--- config.mk ---
export PLATFORM = sky130hd
export DESIGN_NAME = mii_status_gate
export DESIGN_NICKNAME = d
export VERILOG_FILES = /design/src/rtl/mii_stat_pkg.sv /design/src/rtl/iso_ctl.sv /design/src/rtl/chan_status.sv /design/src/rtl/rx_drive.sv /design/src/rtl/mii_status_gate.sv
export SDC_FILE = /design/constraint.sdc
export NUM_CORES = 1
export LEC_CHECK = 0
export BUFFER_PORTS_ARGS = -buffer_cell sky130_fd_sc_hd__buf_4
export CAP_MARGIN = 0
export CORE_ASPECT_RATIO = 0.6
export CORE_MARGIN = 1
export CORE_UTILIZATION = 28
export CTS_CLUSTER_SIZE = 10
export DETAILED_ROUTE_END_ITERATION = 10
export PLACE_DENSITY = 0.76
export SLEW_MARGIN = 10
export SYNTH_ARGS = -nofsm -noshare
export SYNTH_HDL_FRONTEND = slang
export SYNTH_SLANG_ARGS = --single-unit
--- constraint.sdc ---
create_clock -name clk -period 0.9 [get_ports clk]
set_input_delay 0.045 -clock clk [delete_from_list [all_inputs] [get_ports clk]]
set_output_delay 0.045 -clock clk [all_outputs]
set_load 0.01 [all_outputs]
--- src/rtl/mii_stat_pkg.sv ---
package mii_stat_pkg;

  // Carrier sense: receive activity always counts; transmit activity only
  // counts in plain half-duplex operation.
  function automatic logic carrier_f(input logic tx, input logic rx,
                                     input logic fd, input logic rp);
    return rx | (tx & ~fd & ~rp);
  endfunction

  // Collision: simultaneous transmit and receive, never in full duplex.
  function automatic logic collide_f(input logic tx, input logic rx,
                                     input logic fd);
    return tx & rx & ~fd;
  endfunction

endpackage

--- src/rtl/iso_ctl.sv ---
module iso_ctl (
  input  logic clk,
  input  logic rst_n,
  input  logic strap,
  input  logic wr,
  input  logic wdata,
  output logic iso
);

  always_ff @(posedge clk) begin
    if (!rst_n)   iso <= strap;
    else if (wr)  iso <= wdata;
  end

  // a write lands one clock later
  a_r8_write_lands: assert property (@(posedge clk) disable iff (!rst_n)
    wr |=> iso == $past(wdata));

  // no write, no change
  a_r8_hold: assert property (@(posedge clk) disable iff (!rst_n)
    !wr |=> $stable(iso));

endmodule

--- src/rtl/chan_status.sv ---
module chan_status
  import mii_stat_pkg::*;
#(
  parameter int DW = 4
) (
  input  logic          clk,
  input  logic          rst_n,
  input  logic          iso,
  input  logic          fd,
  input  logic          rp,
  input  logic          tx_en_i,
  input  logic          tx_er_i,
  input  logic [DW-1:0] txd_i,
  input  logic          rx_act,
  output logic          tx_en_o,
  output logic          tx_er_o,
  output logic [DW-1:0] txd_o,
  output logic          crs_o,
  output logic          col_o
);

  logic tx_live;   // transmit activity after isolate gating
  logic crs_nxt;
  logic col_nxt;
  logic past_ok;

  always_comb begin
    tx_live = tx_en_i & ~iso;
    tx_en_o = tx_live;
    tx_er_o = tx_er_i & ~iso;
    txd_o   = iso ? '0 : txd_i;
    crs_nxt = carrier_f(tx_live, rx_act, fd, rp);
    col_nxt = collide_f(tx_live, rx_act, fd);
  end

  always_ff @(posedge clk) begin
    if (!rst_n) begin
      crs_o   <= 1'b0;
      col_o   <= 1'b0;
      past_ok <= 1'b0;
    end else begin
      crs_o   <= crs_nxt;
      col_o   <= col_nxt;
      past_ok <= 1'b1;
    end
  end

  a_r2_crs_half: assert property (@(posedge clk) disable iff (!rst_n)
    (past_ok && !$past(iso) && !$past(fd) && !$past(rp))
      |-> crs_o == ($past(tx_en_i) | $past(rx_act)));

  a_r3_crs_rx_only: assert property (@(posedge clk) disable iff (!rst_n)
    (past_ok && ($past(fd) || $past(rp))) |-> crs_o == $past(rx_act));

  a_r4_col_half: assert property (@(posedge clk) disable iff (!rst_n)
    (past_ok && !$past(fd) && !$past(iso))
      |-> col_o == ($past(tx_en_i) & $past(rx_act)));

  a_r5_col_fd: assert property (@(posedge clk) disable iff (!rst_n)
    (past_ok && $past(fd)) |-> !col_o);

  a_r6_tx_blocked: assert property (@(posedge clk) disable iff (!rst_n)
    iso |-> (!tx_en_o && !tx_er_o && txd_o == '0));

  a_r6_iso_no_tx_col: assert property (@(posedge clk) disable iff (!rst_n)
    (past_ok && $past(iso)) |-> (col_o == 1'b0 && crs_o == $past(rx_act)));

endmodule

--- src/rtl/rx_drive.sv ---
module rx_drive #(
  parameter int DW = 4
) (
  input  logic          clk,
  input  logic          rst_n,
  input  logic          iso,
  input  logic [DW-1:0] rxd_i,
  input  logic          rx_dv_i,
  input  logic          rx_er_i,
  output logic [DW-1:0] rxd_o,
  output logic          rx_dv_o,
  output logic          rx_er_o,
  output logic          rx_oe,
  output logic          stat_oe,
  output logic          clk_oe
);

  logic drive_en;

  always_comb begin
    drive_en = ~iso;
    rx_oe    = drive_en;
    stat_oe  = drive_en;
    clk_oe   = drive_en;
    rxd_o    = rxd_i;
    rx_dv_o  = rx_dv_i;
    rx_er_o  = rx_er_i;
  end

  a_r7_oe_off: assert property (@(posedge clk) disable iff (!rst_n)
    iso |-> (!rx_oe && !stat_oe && !clk_oe));

  a_r7_oe_on: assert property (@(posedge clk) disable iff (!rst_n)
    !iso |-> (rx_oe && stat_oe && clk_oe));

  a_r9_rx_pass: assert property (@(posedge clk) disable iff (!rst_n)
    !iso |-> (rxd_o == rxd_i && rx_dv_o == rx_dv_i && rx_er_o == rx_er_i));

endmodule

--- src/rtl/mii_status_gate.sv ---
module mii_status_gate #(
  parameter int NCH = 4,
  parameter int DW  = 4
) (
  input  logic              clk,
  input  logic              rst_n,
  input  logic [NCH-1:0]    iso_strap,
  input  logic [NCH-1:0]    iso_wr,
  input  logic [NCH-1:0]    iso_wdata,
  input  logic [NCH-1:0]    full_dup,
  input  logic [NCH-1:0]    rptr_mode,
  input  logic [NCH-1:0]    tx_en_i,
  input  logic [NCH-1:0]    tx_er_i,
  input  logic [NCH*DW-1:0] txd_i,
  input  logic [NCH-1:0]    rx_act,
  input  logic [NCH*DW-1:0] rxd_core,
  input  logic [NCH-1:0]    rx_dv_core,
  input  logic [NCH-1:0]    rx_er_core,
  output logic [NCH-1:0]    tx_en_o,
  output logic [NCH-1:0]    tx_er_o,
  output logic [NCH*DW-1:0] txd_o,
  output logic [NCH*DW-1:0] rxd_o,
  output logic [NCH-1:0]    rx_dv_o,
  output logic [NCH-1:0]    rx_er_o,
  output logic [NCH-1:0]    crs_o,
  output logic [NCH-1:0]    col_o,
  output logic [NCH-1:0]    rx_oe,
  output logic [NCH-1:0]    stat_oe,
  output logic [NCH-1:0]    clk_oe,
  output logic [NCH-1:0]    iso_stat
);

  logic [NCH-1:0] iso_q;

  assign iso_stat = iso_q;

  for (genvar ch = 0; ch < NCH; ch++) begin : g_ch
    localparam int LO = ch * DW;

    iso_ctl u_iso (
      .clk   (clk),
      .rst_n (rst_n),
      .strap (iso_strap[ch]),
      .wr    (iso_wr[ch]),
      .wdata (iso_wdata[ch]),
      .iso   (iso_q[ch])
    );

    chan_status #(.DW(DW)) u_stat (
      .clk     (clk),
      .rst_n   (rst_n),
      .iso     (iso_q[ch]),
      .fd      (full_dup[ch]),
      .rp      (rptr_mode[ch]),
      .tx_en_i (tx_en_i[ch]),
      .tx_er_i (tx_er_i[ch]),
      .txd_i   (txd_i[LO +: DW]),
      .rx_act  (rx_act[ch]),
      .tx_en_o (tx_en_o[ch]),
      .tx_er_o (tx_er_o[ch]),
      .txd_o   (txd_o[LO +: DW]),
      .crs_o   (crs_o[ch]),
      .col_o   (col_o[ch])
    );

    rx_drive #(.DW(DW)) u_rx (
      .clk     (clk),
      .rst_n   (rst_n),
      .iso     (iso_q[ch]),
      .rxd_i   (rxd_core[LO +: DW]),
      .rx_dv_i (rx_dv_core[ch]),
      .rx_er_i (rx_er_core[ch]),
      .rxd_o   (rxd_o[LO +: DW]),
      .rx_dv_o (rx_dv_o[ch]),
      .rx_er_o (rx_er_o[ch]),
      .rx_oe   (rx_oe[ch]),
      .stat_oe (stat_oe[ch]),
      .clk_oe  (clk_oe[ch])
    );
  end

  // status is quiet in the first cycle after reset
  logic rst_d;
  always_ff @(posedge clk) rst_d <= rst_n;

  a_r1_quiet_after_reset: assert property (@(posedge clk) disable iff (!rst_n)
    (!rst_d) |-> (crs_o == '0 && col_o == '0));

endmodule

==> results.sh, run 1 <==
export IMPL_drt_iter0_drc=20
export IMPL_start_kind="register"
export IMPL_fillers=359
export IMPL_dr_pass1_iters=4
export IMPL_ir_worst_vdd_mv=0.567
export IMPL_finClkSkew_ns=0.00114
export IMPL_synth_top_area_cell="buf_4"
export IMPL_routed_wl_um=2470
export IMPL_yosysTopAreaCellShare_pct=38.9
export IMPL_ys_top_cells_by_area="buf_4, dfxtp_1, edfxtp_1, and2b_1, nor2b_1"
export IMPL_cts_made_buffers=3
export IMPL_cp_arrival_ns=1.13
export IMPL_io_pins=146
export IMPL_drt_met1_wl_um=933
export IMPL_vias=906
export IMPL_p_per_area_nw_per_um2=1180
export IMPL_finalHoldViolations=0
export IMPL_antenna_found_initial=0
export IMPL_wl_met2_um=1270
export IMPL_period_share_pct=131
export IMPL_dr_wl_met3_um=261
export IMPL_setup_ws_ns=-0.275
export IMPL_rsz0062_at_grt="true"
export IMPL_ff2ff_path_depth=4
export IMPL_final_area_um2=1750
export IMPL_max_cap_viol_count=0
export IMPL_postRouteAntennaNets=0
export IMPL_cts_root_buf="clkbuf_8"
export IMPL_place_congestion=0.692
export IMPL_syn_mean_instance_area_um2=9.32
export IMPL_fin_cells=221
export IMPL_n_antenna_cell=0
export IMPL_critical_path_class="reg2out"
export IMPL_initial_core_util_pct=29.5
export IMPL_worst_pin_slew_ns=0.232
export IMPL_wl_per_cell_um=11.2
export IMPL_cts_tree="done"
export IMPL_hold_ws_ns=0.0127
export IMPL_core_um2=3720
export IMPL_vias_per_cell=4.10
export IMPL_ctsHtreeMaxLevel=1
export IMPL_yosys_warnings=0
export IMPL_clock_sinks=12
export IMPL_num_rows=17
export IMPL_critPathMaxFanout=7
export IMPL_grt_max_degree=15
export IMPL_holdBufCountCts=0
export IMPL_setup_tns_ns=-8.98
export IMPL_yosysSeqAreaShare_pct=25.5
export IMPL_cts_buffer_depth=2
export IMPL_min_delay_path_depth=2
export IMPL_pwr_share_seq_pct=30.9
export IMPL_portBuffers=97
export IMPL_combPwrFrac_pct=45.3
export IMPL_r2r_end="g_ch[3].u_stat.crs_o"
export IMPL_multi_input_area_um2=417
export IMPL_setup_viol=47
export IMPL_maxSlewHeadroom_pct=84.6
export IMPL_seqCellArea_um2=280
export IMPL_crit_path_end_kind="output port"
export IMPL_die_area_um2=4190
export IMPL_grt_pass1_wl_um=3790
export IMPL_finalPower_uw=2060
export IMPL_track_usage_pct=11.5
export IMPL_insertion_delay_ns=0.24
export IMPL_netlist_area_um2=1100
export IMPL_maxSlewViolCount=0
export IMPL_whs_endpoint="g_ch[3].u_stat.crs_o"
export IMPL_p_clk_share_pct=23.8
export IMPL_period_minus_slack_ns=1.18
export IMPL_die_h_um=50.5
export IMPL_syn_inst=118
export IMPL_path_clk_slew_ns=0.06
export IMPL_grt_pass1_vias=835
export IMPL_r2r_start="g_ch[3].u_iso.iso"
export IMPL_drcViolationCount=0
export IMPL_switching_power_uw=561
export IMPL_hold_class="in2reg"
export IMPL_r2r_slack_ns=-0.24
export IMPL_num_nets_final=250
export IMPL_p_sw_share_pct=27.3
export IMPL_gr_total_overflow=0
export IMPL_placed_area_um2=1480
export IMPL_synthToLayoutAreaGrowth_pct=59.0
export IMPL_fp_dieW_um=82.9
export IMPL_fmax_ghz=0.851
export IMPL_total_leakage_power_uw=0.000912
export IMPL_yosysUniqueCellTypes=12
export IMPL_critPathRequiredTime_ns=0.85
export IMPL_outcome="complete, but fails checks"
export IMPL_synth_fp_nets=192
export IMPL_ys_seq_elements=12
export IMPL_drive_above_1_share_pct=74.1
export IMPL_violations="negative setup slack"
export IMPL_top_layer="met3"
export IMPL_p_int_uw=1500
export IMPL_dp_cells=208
export IMPL_min_from="rx_act[3]"
export IMPL_place_hpwl_um=1990
-- final cells by class --
type	count	area share, %
Multi-Input combinational cell	44	23.8
Sequential cell	12	16.0
Inverter	4	1.43
Clock buffer	3	2.36
Tap cell	47	3.36
Timing Repair Buffer	111	53.0
-- worst max-delay path by stage --
stage	end	cells past startpoint	startpoint
finish	txd_o[9]	3	g_ch[2].u_iso.iso
global route	txd_o[15]	3	g_ch[3].u_iso.iso
CTS	txd_o[9]	3	g_ch[2].u_iso.iso
detailed placement	g_ch[0].u_stat.crs_o	2	g_ch[0].u_iso.iso
global placement	g_ch[0].u_stat.crs_o	2	g_ch[0].u_iso.iso
floorplan	g_ch[0].u_stat.crs_o	2	g_ch[0].u_iso.iso
-- worst max-delay path: stages (launching register included) --
cell      delay, ns
edfxtp_1       0.49
buf_6          0.18
nor2b_1        0.10
buf_4          0.13
-- power groups by stage --
| stage | combinational, uW | clock [uW] | sequential, uW |
|---|---|---|---|
| after floorplan | 523 | 0 | 648 |
| after global placement | 714 | 0 | 652 |
| after detailed placement | 722 | 0 | 653 |
| after CTS | 869 | 517 | 637 |
| after global routing | 997 | 546 | 643 |
| final | 933 | 490 | 635 |
-- routing by layer --
metal / vias to the layer above / global-route usage (%)
met1: 410 / 12.9
met5: - / 0
met3: 0 / 7.57
li1: 441 / -
met4: 0 / 0
met2: 55 / 19.7
-- flip-flops by register name, summed over array words and instances (netlist names) --
signal / flops
g_ch.u_iso.iso: 4
g_ch.u_stat.col_o: 4
g_ch.u_stat.crs_o: 4
-- layout by cell type, fill, tap and decap left out --
cell type and count:
nor2b_4 3, edfxtp_1 4, inv_4 2, mux2_2 4, and4b_1 4, nor4b_4 3
inv_6 1, nand2b_1 4, and2b_1 12, dfxtp_1 8, clkbuf_8 3, buf_4 86
inv_1 1, o21a_1 4, nor4b_2 1, nor2b_2 1, buf_6 25, nor2b_1 8
-- what timing repair did --
item | 4_1_cts | 5_1_grt
gates resized for setup | 33 | 10
endpoints found under the setup margin | 47 | 48
buffers inserted | 5 | 5
pin swaps | 9 | 3
-- cell usage after synthesis --
cell / instances
and4b_1: 4
buf_6: 1
buf_4: 57
o21a_1: 4
dfxtp_1: 8
nor4b_2: 4
nand2b_1: 4
inv_1: 4
mux2_2: 4
and2b_1: 12
nor2b_1: 12
edfxtp_1: 4
-- stage by stage --
step	setup WS, ns	util, %
floorplan	0.00495	-
global placement	-0.0426	39.7
detailed placement	-0.0957	39.7
CTS	-0.284	44.8
global route	-0.335	47.0
finish	-0.275	47.0
-- cells by family after synthesis --
logic type / share of synthesized area [%]
buffers and inverters: 41.3
DFF: 25.5
AOI/OAI and AO/OA: 2.73
and+or+nand+nor: 26.4
muxes: 4.10
No activity file was read; power rests on OpenSTA's default activity.
==> run 2: changes to the inputs <==
--- a/config.mk
+++ b/config.mk
@@ -5,13 +5,14 @@
 export SDC_FILE = /design/constraint.sdc
 export NUM_CORES = 1
 export LEC_CHECK = 0
-export BUFFER_PORTS_ARGS = -buffer_cell sky130_fd_sc_hd__buf_4
+export BUFFER_PORTS_ARGS = -buffer_cell sky130_fd_sc_hd__buf_2
 export CAP_MARGIN = 0
 export CORE_ASPECT_RATIO = 0.6
 export CORE_MARGIN = 1
 export CORE_UTILIZATION = 28
 export CTS_CLUSTER_SIZE = 10
 export DETAILED_ROUTE_END_ITERATION = 10
+export GPL_ROUTABILITY_DRIVEN = 0
 export PLACE_DENSITY = 0.76
 export SLEW_MARGIN = 10
 export SYNTH_ARGS = -nofsm -noshare
==> results.sh, run 2 (synthesis results as in run 1) <==
export IMPL_initial_core_util_pct=29.5
export IMPL_grt_max_degree=14
export IMPL_setup_ws_ns=-0.275
export IMPL_io_pins=146
export IMPL_holdBufCountCts=0
export IMPL_grt_pass1_wl_um=3410
export IMPL_min_delay_path_depth=2
export IMPL_p_clk_share_pct=25.6
export IMPL_use_met3_pct=6.74
export IMPL_drcViolationCount=0
export IMPL_fin_cells=217
export IMPL_routed_wl_um=2350
export IMPL_violations="negative setup slack"
export IMPL_layout_commonest_cell="buf_2"
export IMPL_n_antenna_cell=0
export IMPL_final_area_um2=1490
export IMPL_total_leakage_power_uw=0.000824
export IMPL_critical_path_class="reg2out"
export IMPL_setup_viol=46
export IMPL_rsz0062_at_grt="true"
export IMPL_switching_power_uw=533
export IMPL_placed_area_um2=1240
export IMPL_num_nets_final=246
export IMPL_largestRegisters="g_ch.u_iso.iso x4, g_ch.u_stat.col_o x4, g_ch.u_stat.crs_o x4"
export IMPL_p_per_area_nw_per_um2=1260
export IMPL_combPwrFrac_pct=40.4
export IMPL_clock_sinks=12
export IMPL_wl_per_cell_um=10.8
export IMPL_critPathMaxFanout=8
export IMPL_dp_cells=209
export IMPL_p_sw_share_pct=28.5
export IMPL_maxSlewHeadroom_pct=82.4
export IMPL_die_area_um2=4190
export IMPL_vias=866
export IMPL_path_clk_slew_ns=0.05
export IMPL_dr_pass1_iters=3
export IMPL_hold_class="in2reg"
export IMPL_crit_path_end_kind="output port"
export IMPL_setup_tns_ns=-8.08
export IMPL_die_h_um=50.5
export IMPL_period_share_pct=131
export IMPL_cts_made_buffers=3
export IMPL_insertion_delay_ns=0.23
export IMPL_r2r_start="g_ch[0].u_iso.iso"
export IMPL_maxSlewViolCount=0
export IMPL_drive_above_1_share_pct=73.5
export IMPL_postRouteAntennaNets=0
export IMPL_min_from="rx_act[2]"
export IMPL_ir_worst_vdd_mv=0.509
export IMPL_pwr_share_seq_pct=34.0
export IMPL_start_kind="register"
export IMPL_num_rows=17
export IMPL_finClkSkew_ns=0.000246
export IMPL_final_cell_mix="buf_2, buf_6, and2b_1"
export IMPL_period_minus_slack_ns=1.18
export IMPL_drt_iter0_drc=7
export IMPL_ctsHtreeMaxLevel=1
export IMPL_fmax_ghz=0.851
export IMPL_outcome="complete, but fails checks"
export IMPL_synthToLayoutAreaGrowth_pct=35.0
export IMPL_top_usage_layer="met2"
export IMPL_vias_per_cell=3.99
export IMPL_worst_pin_slew_ns=0.264
export IMPL_r2r_slack_ns=-0.18
export IMPL_cp_arrival_ns=1.13
export IMPL_gr_usage_met2_pct=16.7
export IMPL_post_route_util_pct=39.9
export IMPL_fp_dieW_um=82.9
export IMPL_use_met1_pct=12.2
export IMPL_core_um2=3720
export IMPL_finalHoldViolations=0
export IMPL_portBuffers=97
export IMPL_p_int_uw=1340
export IMPL_cts_root_buf="clkbuf_8"
export IMPL_gr_total_overflow=0
export IMPL_cts_tree="done"
export IMPL_max_cap_viol_count=0
export IMPL_dp_slack_ns=-0.0740
export IMPL_whs_endpoint="g_ch[2].u_stat.crs_o"
export IMPL_critPathRequiredTime_ns=0.85
export IMPL_place_hpwl_um=1810
export IMPL_antenna_found_initial=0
export IMPL_track_usage_pct=10.3
export IMPL_cts_buffer_depth=2
export IMPL_grt_pass1_vias=737
export IMPL_ff2ff_path_depth=3
export IMPL_r2r_end="g_ch[0].u_stat.crs_o"
-- run 2: how the worst max path moves through the flow --
stage | start | to | slack (ns) | cells past startpoint
after floorplan | g_ch[0].u_iso.iso | g_ch[0].u_stat.crs_o | 0.005 | 2
after global placement | g_ch[2].u_iso.iso | g_ch[2].u_stat.crs_o | -0.05 | 2
after detailed placement | g_ch[2].u_iso.iso | g_ch[2].u_stat.crs_o | -0.07 | 2
after CTS | g_ch[0].u_iso.iso | tx_er_o[0] | -0.29 | 3
after global routing | g_ch[0].u_iso.iso | tx_er_o[0] | -0.35 | 3
final | g_ch[0].u_iso.iso | tx_er_o[0] | -0.28 | 3
-- run 2: timing repair --
item	4_1_cts	5_1_grt
resized for setup	28	9
endpoints found under the setup margin	46	48
pin swaps	8	3
buffers inserted	3	2
cloned	0	0
-- run 2: power groups by stage --
stage	clock (uW)	combinational, uW	sequential, uW
6_report	479	757	637
5_1_grt	535	815	644
4_1_cts	509	718	637
3_5_place_dp	0	557	654
3_3_place_gp	0	550	652
2_1_floorplan	0	523	648
-- run 2: critical path, cell delays in order, from the launching register on --
cell,delay (ns)
edfxtp_1,0.50
buf_6,0.17
nor2b_1,0.09
buf_2,0.13
-- run 2: layout make-up --
type                            count  area, um2
Clock buffer                        3       41.3
Fill cell                         388       2240
Timing Repair Buffer              107        677
Multi-Input combinational cell     44        403
Inverter                            4       25.0
Tap cell                           47       58.8
Sequential cell                    12        280
-- run 2: routing by layer --
layer	part of all wire, %	wire length [um]
met5	0	0
met4	0	0
met3	9.6	226
met2	51	1190
met1	40	934
-- run 2: per-stage QoR --
step                hold slack, ns  power, uW
finish                      0.0300       1870
global route                0.0296       1990
CTS                         0.0109       1860
detailed placement          0.0901       1210
global placement            0.0901       1200
floorplan                    0.169       1170
==> run 3: changes to the inputs <==
--- a/config.mk
+++ b/config.mk
@@ -10,9 +10,11 @@
 export CORE_ASPECT_RATIO = 0.6
 export CORE_MARGIN = 1
 export CORE_UTILIZATION = 28
+export CTS_BUF_LIST = sky130_fd_sc_hd__clkbuf_8 sky130_fd_sc_hd__clkbuf_16
 export CTS_CLUSTER_SIZE = 10
 export DETAILED_ROUTE_END_ITERATION = 10
 export GPL_ROUTABILITY_DRIVEN = 0
+export GPL_TIMING_DRIVEN = 0
 export PLACE_DENSITY = 0.76
 export SLEW_MARGIN = 10
 export SYNTH_ARGS = -nofsm -noshare
==> results.sh, run 3 (synthesis results as in run 1) <==
export IMPL_p_sw_share_pct=28.8
export IMPL_ctsHtreeMaxLevel=1
export IMPL_holdBufCountCts=0
export IMPL_cts_tree="done"
export IMPL_fin_cells=296
export IMPL_hold_class="in2reg"
export IMPL_drt_iter0_drc=7
export IMPL_pwr_share_seq_pct=26.6
export IMPL_crit_path_end_kind="output port"
export IMPL_min_from="rx_act[1]"
export IMPL_critPathRequiredTime_ns=0.85
export IMPL_die_area_um2=4190
export IMPL_cts_buffer_depth=2
export IMPL_num_nets_final=325
export IMPL_cts_made_buffers=3
export IMPL_grt_max_degree=11
export IMPL_post_route_util_pct=58.3
export IMPL_cts_root_buf="clkbuf_8"
export IMPL_n_antenna_cell=0
export IMPL_die_h_um=50.5
export IMPL_p_int_uw=1690
export IMPL_drt_met1_wl_um=1270
export IMPL_top_layer="met4"
export IMPL_postRouteAntennaNets=0
export IMPL_r2r_start="g_ch[0].u_iso.iso"
export IMPL_gr_total_overflow=0
export IMPL_vias=1145
export IMPL_dp_cells=285
export IMPL_rsz0062_at_grt="true"
export IMPL_insertion_delay_ns=0.24
export IMPL_dr_pass1_iters=4
export IMPL_num_rows=17
export IMPL_place_hpwl_um=2300
export IMPL_fmax_ghz=0.835
export IMPL_portBuffers=120
export IMPL_hold_ws_ns=0.0254
export IMPL_fillers=332
export IMPL_p_per_area_nw_per_um2=1100
export IMPL_critical_path_class="reg2out"
export IMPL_dp_slack_ns=-0.102
export IMPL_track_usage_pct=14.3
export IMPL_initial_core_util_pct=29.5
export IMPL_maxSlewHeadroom_pct=81.0
export IMPL_largestRegisters="g_ch.u_iso.iso x4, g_ch.u_stat.col_o x4, g_ch.u_stat.crs_o x4"
export IMPL_routed_wl_um=3220
export IMPL_grt_pass1_vias=1020
export IMPL_drive_above_1_share_pct=81.9
export IMPL_startpoint="g_ch[0].u_iso.iso"
export IMPL_period_minus_slack_ns=1.20
export IMPL_core_um2=3720
export IMPL_wl_met2_um=1780
export IMPL_period_share_pct=133
export IMPL_cp_arrival_ns=1.15
export IMPL_max_cap_viol_count=0
export IMPL_switching_power_uw=686
export IMPL_drcViolationCount=0
export IMPL_setup_viol=47
export IMPL_outcome="complete, but fails checks"
export IMPL_start_kind="register"
export IMPL_wl_per_cell_um=10.9
export IMPL_final_cell_mix="buf_2, buf_6, buf_4"
export IMPL_worst_pin_slew_ns=0.285
export IMPL_ir_worst_vdd_mv=0.655
export IMPL_antenna_found_initial=0
export IMPL_critPathMaxFanout=4
export IMPL_finClkSkew_ns=0.000290
export IMPL_dr_wl_met3_um=159
export IMPL_finalPower_uw=2380
export IMPL_maxSlewViolCount=0
export IMPL_io_pins=146
export IMPL_synthToLayoutAreaGrowth_pct=97.4
export IMPL_finalHoldViolations=0
export IMPL_p_clk_share_pct=20.8
export IMPL_combPwrFrac_pct=52.6
export IMPL_setup_ws_ns=-0.298
export IMPL_total_leakage_power_uw=0.00124
export IMPL_path_clk_slew_ns=0.06
export IMPL_grt_pass1_wl_um=4710
export IMPL_vias_per_cell=3.87
export IMPL_fp_dieW_um=82.9
export IMPL_layout_commonest_cell="buf_2"
export IMPL_clock_sinks=12
export IMPL_violations="negative setup slack"
[run 3: through the flow]
stage,cell area [um2],TNS [ns]
detailed placement,1760,-1.19
finish,2170,-10.28
global route,2170,-12.80
floorplan,1100,0
global placement,1760,-0.968
CTS,2100,-9.99
[run 3: area by class of cell]
type | instances | area (um2) | share of cell area [%]
repair buffers | 133 | 886 | 40.8
plain buffers | 53 | 462 | 21.3
multi-input cells | 44 | 418 | 19.3
flip-flops and latches | 12 | 280 | 12.9
well taps | 47 | 58.8 | 2.71
clock buffers | 3 | 41.3 | 1.90
inverters | 4 | 25.0 | 1.15
[run 3: final timing paths]
kind              cells after the start              endpoint  slack (ns)
setup / recovery                      3              txd_o[2]       -0.30
hold / removal                        2  g_ch[1].u_stat.crs_o        0.03
setup reg to reg                      4  g_ch[0].u_stat.crs_o       -0.19
hold reg to reg                       2  g_ch[2].u_stat.col_o        0.72
[run 3: critical path, stage by stage, from the launching register on]
cell,delay (ns)
edfxtp_1,0.45
buf_6,0.16
and2b_1,0.18
buf_2,0.12
[run 3: metal layers]
| metal | vias to the layer above | global-route usage, % |
|---|---|---|
| li1 | 584 | - |
| met1 | 520 | 16.1 |
| met2 | 39 | 27.0 |
| met3 | 2 | 5.26 |
| met4 | 0 | 0.862 |
| met5 | - | 0 |
[run 3: power by group through the flow]
stage               clock [uW]  combinational, uW  sequential (uW)
floorplan                    0                523              648
global placement             0                849              662
detailed placement           0                859              662
CTS                        509               1190              630
global route               558               1330              638
finish                     496               1250              633
[run 3: repair_timing]
action,in CTS,in global routing
buffers inserted,12,1
gates resized for setup,57,13
pin swaps,9,4
endpoints found under the setup margin,48,48
